==> src/rtl/sdct_pkg.sv <==
package sdct_pkg;

    localparam int OP_W = 4;

    typedef enum logic [OP_W-1:0] {
        OP_NONE = 4'd0,
        OP_MRS  = 4'd1,
        OP_ACT  = 4'd2,
        OP_RD   = 4'd3,
        OP_WR   = 4'd4,
        OP_PRE  = 4'd5,
        OP_PREA = 4'd6,
        OP_BST  = 4'd7,
        OP_AREF = 4'd8,
        OP_SRE  = 4'd9,
        OP_SRX  = 4'd10,
        OP_PDE  = 4'd11,
        OP_PDX  = 4'd12
    } op_e;

    typedef enum logic [1:0] {
        PM_ACTIVE  = 2'd0,
        PM_PWRDN   = 2'd1,
        PM_SELFREF = 2'd2
    } pmode_e;

    typedef struct packed {
        logic sel_n;
        logic row_n;
        logic col_n;
        logic wr_n;
    } pins_t;

    // Decode with the clock enable steady high.
    function automatic op_e decode_steady(pins_t p, logic ap);
        op_e r;
        r = OP_NONE;
        if (!p.sel_n) begin
            case ({p.row_n, p.col_n, p.wr_n})
                3'b000:  r = OP_MRS;
                3'b001:  r = OP_AREF;
                3'b010:  r = ap ? OP_PREA : OP_PRE;
                3'b011:  r = OP_ACT;
                3'b100:  r = OP_WR;
                3'b101:  r = OP_RD;
                3'b110:  r = OP_BST;
                default: r = OP_NONE;
            endcase
        end
        return r;
    endfunction

    function automatic logic is_refresh_code(pins_t p);
        return !p.sel_n && !p.row_n && !p.col_n && p.wr_n;
    endfunction

    function automatic logic is_column(op_e o);
        return (o == OP_RD) || (o == OP_WR);
    endfunction

endpackage

==> src/rtl/sdct_classify.sv <==
module sdct_classify
    import sdct_pkg::*;
(
    input  pins_t  pins,
    input  logic   ap_bit,
    input  logic   en_now,
    input  logic   en_prev,
    input  pmode_e mode,
    output op_e    op
);
    always_comb begin
        unique case ({en_prev, en_now})
            2'b11:   op = decode_steady(pins, ap_bit);
            2'b10:   op = is_refresh_code(pins) ? OP_SRE : OP_PDE;
            2'b01:   op = (mode == PM_SELFREF) ? OP_SRX : OP_PDX;
            default: op = OP_NONE;
        endcase
    end
endmodule

==> src/rtl/sdct_power.sv <==
module sdct_power
    import sdct_pkg::*;
(
    input  logic   clk,
    input  logic   rst,
    input  logic   en_now,
    input  op_e    op,
    output logic   en_prev,
    output pmode_e mode
);
    pmode_e mode_q;
    logic   en_prev_q;

    always_ff @(posedge clk) begin
        if (rst) begin
            en_prev_q <= 1'b1;
            mode_q    <= PM_ACTIVE;
        end else begin
            en_prev_q <= en_now;
            case (op)
                OP_SRE:        mode_q <= PM_SELFREF;
                OP_PDE:        mode_q <= PM_PWRDN;
                OP_SRX, OP_PDX: mode_q <= PM_ACTIVE;
                default:       mode_q <= mode_q;
            endcase
        end
    end

    assign en_prev = en_prev_q;
    assign mode    = mode_q;

    AST_LOW_MEANS_ASLEEP: assert property (@(posedge clk) disable iff (rst)
        !en_prev_q |-> (mode_q != PM_ACTIVE));

    AST_SREF_EXIT: assert property (@(posedge clk) disable iff (rst)
        (mode_q == PM_SELFREF && en_now) |=> (mode_q == PM_ACTIVE));
endmodule

==> src/rtl/sdct_banks.sv <==
module sdct_banks
    import sdct_pkg::*;
#(
    parameter int NUM_BANKS = 4,
    parameter int ROW_W     = 12,
    localparam int BA_W     = $clog2(NUM_BANKS)
) (
    input  logic                 clk,
    input  logic                 rst,
    input  op_e                  op,
    input  logic [BA_W-1:0]      ba,
    input  logic [ROW_W-1:0]     adr,
    input  logic                 ap_bit,
    output logic [NUM_BANKS-1:0] open_vec,
    output logic [ROW_W-1:0]     tgt_row,
    output logic                 err
);
    logic [NUM_BANKS-1:0] open_q;
    logic [ROW_W-1:0]     row_q [NUM_BANKS];
    logic                 tgt_open;

    assign tgt_open = open_q[ba];
    assign tgt_row  = row_q[ba];

    always_comb begin
        err = 1'b0;
        if (is_column(op) && !tgt_open) err = 1'b1;
        if (op == OP_ACT && tgt_open)   err = 1'b1;
        if (op == OP_MRS && |open_q)    err = 1'b1;
    end

    for (genvar i = 0; i < NUM_BANKS; i++) begin : g_bank
        logic hit;
        assign hit = (ba == BA_W'(i));
        always_ff @(posedge clk) begin
            if (rst) begin
                open_q[i] <= 1'b0;
                row_q[i]  <= '0;
            end else if (op == OP_PREA) begin
                open_q[i] <= 1'b0;
            end else if (hit && !err) begin
                case (op)
                    OP_ACT: begin
                        open_q[i] <= 1'b1;
                        row_q[i]  <= adr;
                    end
                    OP_PRE: open_q[i] <= 1'b0;
                    OP_RD, OP_WR: if (ap_bit) open_q[i] <= 1'b0;
                    default: ;
                endcase
            end
        end
    end

    assign open_vec = open_q;

    AST_ACT_OPENS: assert property (@(posedge clk) disable iff (rst)
        (op == OP_ACT && !err) |=> open_q[$past(ba)]);

    AST_PREA_CLEARS: assert property (@(posedge clk) disable iff (rst)
        (op == OP_PREA) |=> (open_q == '0));

    AST_ERR_KEEPS_STATE: assert property (@(posedge clk) disable iff (rst)
        err |=> $stable(open_q));
endmodule

==> src/rtl/sdr_cmd_tracker.sv <==
module sdr_cmd_tracker
    import sdct_pkg::*;
#(
    parameter int NUM_BANKS = 4,
    parameter int ROW_W     = 12,
    parameter int AP_BIT    = 10,
    localparam int BA_W     = $clog2(NUM_BANKS)
) (
    input  logic                 clk,
    input  logic                 rst,
    input  logic                 sel_n,
    input  logic                 rowstb_n,
    input  logic                 colstb_n,
    input  logic                 wren_n,
    input  logic                 clk_en,
    input  logic [ROW_W-1:0]     adr_bus,
    input  logic [BA_W-1:0]      bank_sel,
    output logic                 out_valid,
    output logic [OP_W-1:0]      out_op,
    output logic [BA_W-1:0]      out_bank,
    output logic [ROW_W-1:0]     out_addr,
    output logic                 out_autopre,
    output logic [ROW_W-1:0]     out_row,
    output logic                 out_err,
    output logic [NUM_BANKS-1:0] bank_open,
    output logic [1:0]           pwr_mode
);
    localparam logic [ROW_W-1:0] AP_MASK = {{(ROW_W-1){1'b0}}, 1'b1} << AP_BIT;

    typedef struct packed {
        logic             valid;
        op_e              op;
        logic [BA_W-1:0]  bank;
        logic [ROW_W-1:0] addr;
        logic             autopre;
        logic [ROW_W-1:0] row;
        logic             err;
    } result_t;

    pins_t            pins;
    op_e              op;
    logic             en_prev;
    pmode_e           mode;
    logic             err;
    logic [ROW_W-1:0] tgt_row;
    logic             ap_bit;
    result_t          res_d, res_q;

    assign pins   = '{sel_n: sel_n, row_n: rowstb_n, col_n: colstb_n, wr_n: wren_n};
    assign ap_bit = adr_bus[AP_BIT];

    sdct_classify u_classify (
        .pins    (pins),
        .ap_bit  (ap_bit),
        .en_now  (clk_en),
        .en_prev (en_prev),
        .mode    (mode),
        .op      (op)
    );

    sdct_power u_power (
        .clk     (clk),
        .rst     (rst),
        .en_now  (clk_en),
        .op      (op),
        .en_prev (en_prev),
        .mode    (mode)
    );

    sdct_banks #(
        .NUM_BANKS (NUM_BANKS),
        .ROW_W     (ROW_W)
    ) u_banks (
        .clk      (clk),
        .rst      (rst),
        .op       (op),
        .ba       (bank_sel),
        .adr      (adr_bus),
        .ap_bit   (ap_bit),
        .open_vec (bank_open),
        .tgt_row  (tgt_row),
        .err      (err)
    );

    always_comb begin
        res_d         = '0;
        res_d.valid   = (op != OP_NONE);
        res_d.op      = op;
        res_d.err     = err;
        case (op)
            OP_MRS, OP_ACT: begin
                res_d.bank = bank_sel;
                res_d.addr = adr_bus;
            end
            OP_RD, OP_WR: begin
                res_d.bank    = bank_sel;
                res_d.addr    = adr_bus & ~AP_MASK;
                res_d.autopre = ap_bit && !err;
                res_d.row     = err ? '0 : tgt_row;
            end
            OP_PRE: res_d.bank = bank_sel;
            default: ;
        endcase
    end

    always_ff @(posedge clk) begin
        if (rst) res_q <= '0;
        else     res_q <= res_d;
    end

    assign out_valid   = res_q.valid;
    assign out_op      = res_q.op;
    assign out_bank    = res_q.bank;
    assign out_addr    = res_q.addr;
    assign out_autopre = res_q.autopre;
    assign out_row     = res_q.row;
    assign out_err     = res_q.err;
    assign pwr_mode    = mode;

    AST_HELD_LOW_IGNORED: assert property (@(posedge clk) disable iff (rst)
        (!en_prev && !clk_en) |=> (!out_valid && $stable(bank_open)));

    AST_ERR_WITH_VALID: assert property (@(posedge clk) disable iff (rst)
        out_err |-> out_valid);
endmodule

==> config.mk <==
export PLATFORM = sky130hd
export DESIGN_NAME = sdr_cmd_tracker
export DESIGN_NICKNAME = d
export VERILOG_FILES = /design/src/rtl/sdct_pkg.sv /design/src/rtl/sdct_classify.sv /design/src/rtl/sdct_power.sv /design/src/rtl/sdct_banks.sv /design/src/rtl/sdr_cmd_tracker.sv
export SDC_FILE = /design/constraint.sdc
export NUM_CORES = 1
export LEC_CHECK = 0
export ABC_AREA = 1
export BUFFER_PORTS_ARGS = -buffer_cell sky130_fd_sc_hd__buf_2
export CAP_MARGIN = 20
export CORE_UTILIZATION = 35
export DETAILED_ROUTE_END_ITERATION = 8
export PLACE_DENSITY = 0.59
export SYNTH_ARGS = -nofsm -noshare
export SYNTH_HDL_FRONTEND = slang
export SYNTH_SLANG_ARGS = --single-unit
==> constraint.sdc <==
create_clock -name clk -period 2.75 [get_ports clk]
set_input_delay 0.275 -clock clk [delete_from_list [all_inputs] [get_ports clk]]
set_output_delay 0.275 -clock clk [all_outputs]
set_load 0.01 [all_outputs]
==> impl_metrics.tcl, run 1 <==
set metrics [dict create \
    outcome "completed" \
    power_per_cell_area_nw_per_um2 619.6 \
    remaining_drc_errors 0 \
    worstPathRequired_ps 2830 \
    io_buffers 59 \
    crit_chain "inv_1 > ha_1 > inv_1 > nand2_1 > o21ai_4 > nand3_4 > nand2_4 > inv_6 > nand2_4 > nand2_8 > nor2_8 > nand2_4 > nand2_1 > buf_12" \
    period_needed_ps 2481 \
    critPathMaxStageDelay_ps 370 \
    r2r_start "u_power.en_prev" \
    drtAntennaViolNets 0 \
    endpoint_kind "flip-flop" \
    cp.arrival_ps 2560 \
    start_util_pct 36.01 \
    clk_pin_slew_worst_paths_ps 80 \
    area_growth_pct 20.53 \
    diodes 0 \
    antenna_found_initial 0 \
    critPathSlowestCell "dfxtp_1" \
    die_x_um 105.1 \
    cts_tree "built" \
    synth_cell_types 30 \
    clock.fmax_mhz 403.0 \
    vias 2698 \
    yosys_warnings 0 \
    fin_tns_setup_ps 0 \
    core-area_um2 10320 \
    setup_viol 0 \
    worst_pin_slew_ps 428.3 \
    clk_path_buf_depth 2 \
    ios 60 \
    grt_overflow 0 \
    design_area_um2 4481 \
    grt_pass1_vias 2613 \
    die_h_um 105.1 \
    insertion_delay_ps 360 \
    drt_wl_total_mm 8.311 \
    die_area_um2 11040 \
    placed_cell_area_um2 4270 \
    syn-num-nets 386 \
    drt-vias-per-instance 4.692 \
    slew_headroom_pct 71.14 \
    final_cell_mix "nor2_1, buf_2, nand2_1, edfxtp_1, dfxtp_1" \
    crit_top_cell "nand2_4" \
    grt_max_degree 19 \
    rsz0062_at_grt "false" \
    nets 459 \
    grt_busiest_layer "met2" \
    drv_cap 0 \
    whs_ps 178.3 \
    hold_violations 0 \
    startpoint "u_power.en_prev" \
    clkSinkCount 88 \
    p_leak_nw 1.952 \
    ir_drop_uv 221.3 \
    hp-class "primary input to flip-flop" \
    htreeDepth 3 \
    use_met2_pct 26.49 \
    firstDrtPassIters 4 \
    seq_area_frac_synth_pct 60.32 \
    grt_pass1_wl_mm 13.25 \
    clockRootBuffer "clkbuf_8" \
    layout-drive-gt1-share_pct 28.93 \
    hpwl_mm 6.007 \
    ctsResizeCount 0 \
    layout_commonest_cell "nor2_1" \
    cts_buffers 9 \
    syn_avg_cell_area_um2 10.30 \
    post_cts.repair.setup_buffers 0 \
    critical_path.max_fanout 12 \
    grt_util_met3_pct 2.807 \
    fin_crit_sh_pct 90.22 \
    finalCoreUtilization_pct 43.40 \
    finalClockSkew_ps 9.913 \
    fill_cells 967 \
    place.gp.congestion 0.8270 \
    syn_area_um2 3717 \
    synth_ff_type "edfxtp_1" \
    drt-wirelength-per-cell_um 14.45 \
    grt_util_all_layers_pct 16.04 \
    cts_hold_buf 0 \
    path_class "flip-flop to flip-flop" \
    hold_start "bank_sel[0]" \
    synth_edf_count 48 \
    syn_inst 361 \
    start_kind "flip-flop" \
    slew_violations 0 \
    synth_seq_cells 88 \
    drt_iter0_markers 134 \
    met1_usage_pct 20.16 \
    rows 37 \
    async_flop_share_pct 0 \
]
## stage by stage
stage	std cells	setup WS (ps)	power, W
6_report	575	268.8	0.002776
5_1_grt	575	125.4	0.002885
4_1_cts	575	256.2	0.002798
3_5_place_dp	559	193.9	0.001845
3_3_place_gp	559	241.4	0.001842
2_1_floorplan	361	357.1	0.001714
## metal layers
layer | up-vias | share of wire (%)
met3 | 16 | 4.3
li1 | 1364 | -
met2 | 73 | 49
met5 | - | 0
met4 | 0 | 2.6
met1 | 1245 | 44
## kinds of logic (layout without fill, tap and decap cells)
| logic type | Yosys count | after routing | share of synthesized area, % |
|---|---|---|---|
| AND/OR/NAND/NOR | 189 | 189 | 26.39 |
| flip-flops | 88 | 88 | 60.32 |
| AO/OA/AOI/OAI | 44 | 44 | 8.112 |
| buffers and inverters | 36 | 114 | 3.837 |
| adder cells (fa/ha/maj) | 4 | 4 | 1.346 |
## power by group
group	total (W)	internal, W	switching, W	leakage (nW)
clock	0.000964	0.000510	0.000454	0.108
combinational	0.000342	0.000112	0.000230	1.02
sequential	0.00147	0.00145	0.0000224	0.825
## state kept, by name, summed over array words and instances (netlist names)
signal and count:
out_op 4, out_valid 1, out_row 12, out_autopre 1, out_err 1, u_banks.open_vec 4, u_power.en_prev 1, u_power.mode 2
out_bank 2, u_banks.row_q 48, out_addr 12
## final cells by class
class | count | area (um^2) | share of cell area (%)
Sequential cell | 88 | 2242 | 50.04
Multi-Input combinational cell | 237 | 1333 | 29.74
Timing Repair Buffer | 70 | 415.4 | 9.271
Tap cell | 136 | 170.2 | 3.798
Clock buffer | 10 | 127.6 | 2.848
Inverter | 28 | 110.1 | 2.457
Clock inverter | 6 | 82.58 | 1.843
## final timing paths
check,endpoint,slack (ps),depth (start not counted)
worst max register to register,u_banks.row_q[3][6],270,14
worst min register to register,u_power.mode[0],490,2
worst min-delay path,out_bank[0],180,3
worst max-delay path,u_banks.row_q[3][6],270,14
## cells in the mapped netlist (4+ instances only)
| cell | instances | share of area (%) |
|---|---|---|
| inv_1 | 23 | 2.3 |
| nand3_4 | 4 | 1.9 |
| ha_1 | 4 | 1.3 |
| dfxtp_1 | 40 | 22 |
| clkbuf_1 | 6 | 0.61 |
| a21oi_1 | 13 | 1.8 |
| nand2_4 | 5 | 1.5 |
| a31oi_1 | 5 | 0.84 |
| nand2_2 | 10 | 1.7 |
| nand2_1 | 55 | 5.6 |
| nand3_2 | 5 | 1.3 |
| a22oi_1 | 20 | 4.0 |
| edfxtp_1 | 48 | 39 |
| nor3_1 | 8 | 1.1 |
| nand3_1 | 12 | 1.6 |
| nor2_1 | 77 | 7.8 |
| nor2_2 | 5 | 0.84 |
## worst max-delay path: cells and delay by family (launching register included)
family	cells	cell delay [ps]
compound gates	1	260
fa+ha+maj	1	280
buf+inv	4	380
flops	1	370
simple gates	8	900
Power figures use the tool's default switching activity.
==> inputs of run 2 (changes only) <==
--- a/config.mk
+++ b/config.mk
@@ -8,9 +8,11 @@
 export ABC_AREA = 1
 export BUFFER_PORTS_ARGS = -buffer_cell sky130_fd_sc_hd__buf_2
 export CAP_MARGIN = 20
+export CELL_PAD_IN_SITES_DETAIL_PLACEMENT = 1
+export CELL_PAD_IN_SITES_GLOBAL_PLACEMENT = 1
 export CORE_UTILIZATION = 35
 export DETAILED_ROUTE_END_ITERATION = 8
-export PLACE_DENSITY = 0.59
+export PLACE_DENSITY = 0.71
 export SYNTH_ARGS = -nofsm -noshare
 export SYNTH_HDL_FRONTEND = slang
 export SYNTH_SLANG_ARGS = --single-unit
==> impl_metrics.tcl, run 2 (synthesis results as in run 1) <==
set metrics [dict create \
    outcome "completed" \
    grt_pass1_vias 2867 \
    drtAntennaViolNets 0 \
    r2r_start "u_power.en_prev" \
    drt-vias-per-instance 4.705 \
    place.gp.congestion 0.7600 \
    hold_end "out_bank[0]" \
    hold_depth 3 \
    worstPathRequired_ps 2800 \
    cts_tree "built" \
    largest_register_ffs 48 \
    rows 37 \
    vias 2710 \
    drt-wirelength-per-cell_um 15.71 \
    antenna_found_initial 0 \
    area_growth_pct 21.07 \
    hpwl_mm 7.033 \
    clk_pin_slew_worst_paths_ps 90 \
    fin_crit_sh_pct 92.68 \
    endpoint_kind "flip-flop" \
    grt_busiest_layer "met2" \
    rr_worst_depth 14 \
    hold_violations 0 \
    start_util_pct 36.01 \
    setup_viol 0 \
    top_register "u_banks.row_q" \
    crit_top_cell "nand2_4" \
    ios 60 \
    critPathMaxStageDelay_ps 390 \
    critical_path.max_fanout 12 \
    finalClockSkew_ps 17.62 \
    die_area_um2 11040 \
    drt_wl_total_mm 9.047 \
    clkSinkCount 88 \
    fill_cells 1172 \
    grt_overflow 0 \
    clock.fmax_mhz 392.4 \
    insertion_delay_ps 350 \
    start_kind "flip-flop" \
    remaining_drc_errors 0 \
    slew_violations 0 \
    clk_path_buf_depth 2 \
    period_needed_ps 2549 \
    layoutNonFillerInstCount 576 \
    ctsResizeCount 0 \
    cp_num_buf_inv 4 \
    firstDrtPassIters 4 \
    grt_util_all_layers_pct 17.77 \
    htreeDepth 3 \
    register_area_um2 2242 \
    drt_iter0_markers 124 \
    rrSetupSlack_ps 200 \
    worst_pin_slew_ps 454.1 \
    r2r-end "u_banks.row_q[0][3]" \
    fin_tns_setup_ps 0 \
    cts_hold_buf 0 \
    core-area_um2 10320 \
    multi_input_area_um2 1333 \
    grt_max_degree 17 \
    drv_cap 0 \
    p_leak_nw 1.962 \
    rsz0062_at_grt "false" \
    hold_start "bank_sel[0]" \
    final_cell_mix "nor2_1, buf_2, nand2_1, edfxtp_1, dfxtp_1" \
    use_met2_pct 31.74 \
    layout-drive-gt1-share_pct 29.55 \
    path_class "flip-flop to flip-flop" \
    slew_headroom_pct 69.69 \
    dp_cells 560 \
    io_buffers 59 \
    die_x_um 105.1 \
    cp_top_family "simple AND/OR/NAND/NOR gates" \
    met1_usage_pct 22.80 \
    power_per_cell_area_nw_per_um2 633.4 \
    grt_util_met3_pct 2.433 \
    hp-class "primary input to flip-flop" \
    cp.arrival_ps 2590 \
    die_h_um 105.1 \
    nets 460 \
    clockRootBuffer "clkbuf_8" \
    layout_commonest_cell "nor2_1" \
    crit_chain "inv_1 > ha_1 > inv_1 > nand2_1 > o21ai_4 > nand3_4 > nand2_4 > inv_6 > nand2_4 > nand2_8 > nor2_8 > nand2_4 > nand2_1 > buf_4" \
    grt_pass1_wl_mm 15.09 \
    post_cts.repair.setup_buffers 0 \
    critPathSlowestCell "dfxtp_1" \
    diodes 0 \
    cts_buffers 9 \
    ir_drop_uv 340.4 \
]
run 2: tightest hold or removal path, stage by stage:
cell    delay, ps
buf_2         120
inv_1          50
nor2_1         30
run 2: through the flow:
stage / total power, W / cell area [um^2] / util [%] / setup slack [ps] / hold slack [ps]
finish: 0.002851 / 4501 / 43.59 / 201.3 / 180.5
global route: 0.002960 / 4501 / 43.59 / 9.945 / 231.4
global placement: 0.001839 / 4265 / 41.32 / 213.0 / 478.2
CTS: 0.002881 / 4501 / 43.59 / 154.5 / 171.7
detailed placement: 0.001850 / 4265 / 41.32 / 109.7 / 487.8
floorplan: 0.001714 / 3717 / - / 357.1 / 351.8
run 2: how the worst max path moves through the flow:
stage | startpoint | end | cells past startpoint
floorplan | u_power.en_prev | u_banks.row_q[0][0] | 13
global placement | clk_en | u_banks.row_q[0][7] | 15
detailed placement | clk_en | u_banks.row_q[0][7] | 15
CTS | u_power.en_prev | u_banks.row_q[0][3] | 14
global route | u_power.en_prev | u_banks.row_q[0][3] | 14
finish | u_power.en_prev | u_banks.row_q[0][3] | 14
run 2: routing by layer:
metal,vias to the layer above,share of wire (%)
li1,1354,-
met1,1298,46
met2,53,50
met3,5,3.2
met4,0,0.70
met5,-,0
run 2: layout make-up:
class                   instances  area share [%]
clock inverters                 6           2.168
inverters                      28           2.446
multi-input cells             237           29.61
clock buffers                  10           3.058
repair buffers                 71           9.119
well taps                     136           3.781
flip-flops and latches         88           49.82
run 2: power by group:
group	switching [W]	total, W	leakage (nW)	internal, W
clock	0.000483	0.00104	0.119	0.000552
sequential	0.0000231	0.00147	0.825	0.00145
combinational	0.000234	0.000344	1.02	0.000110
total	0.000741	0.00285	1.96	0.00211
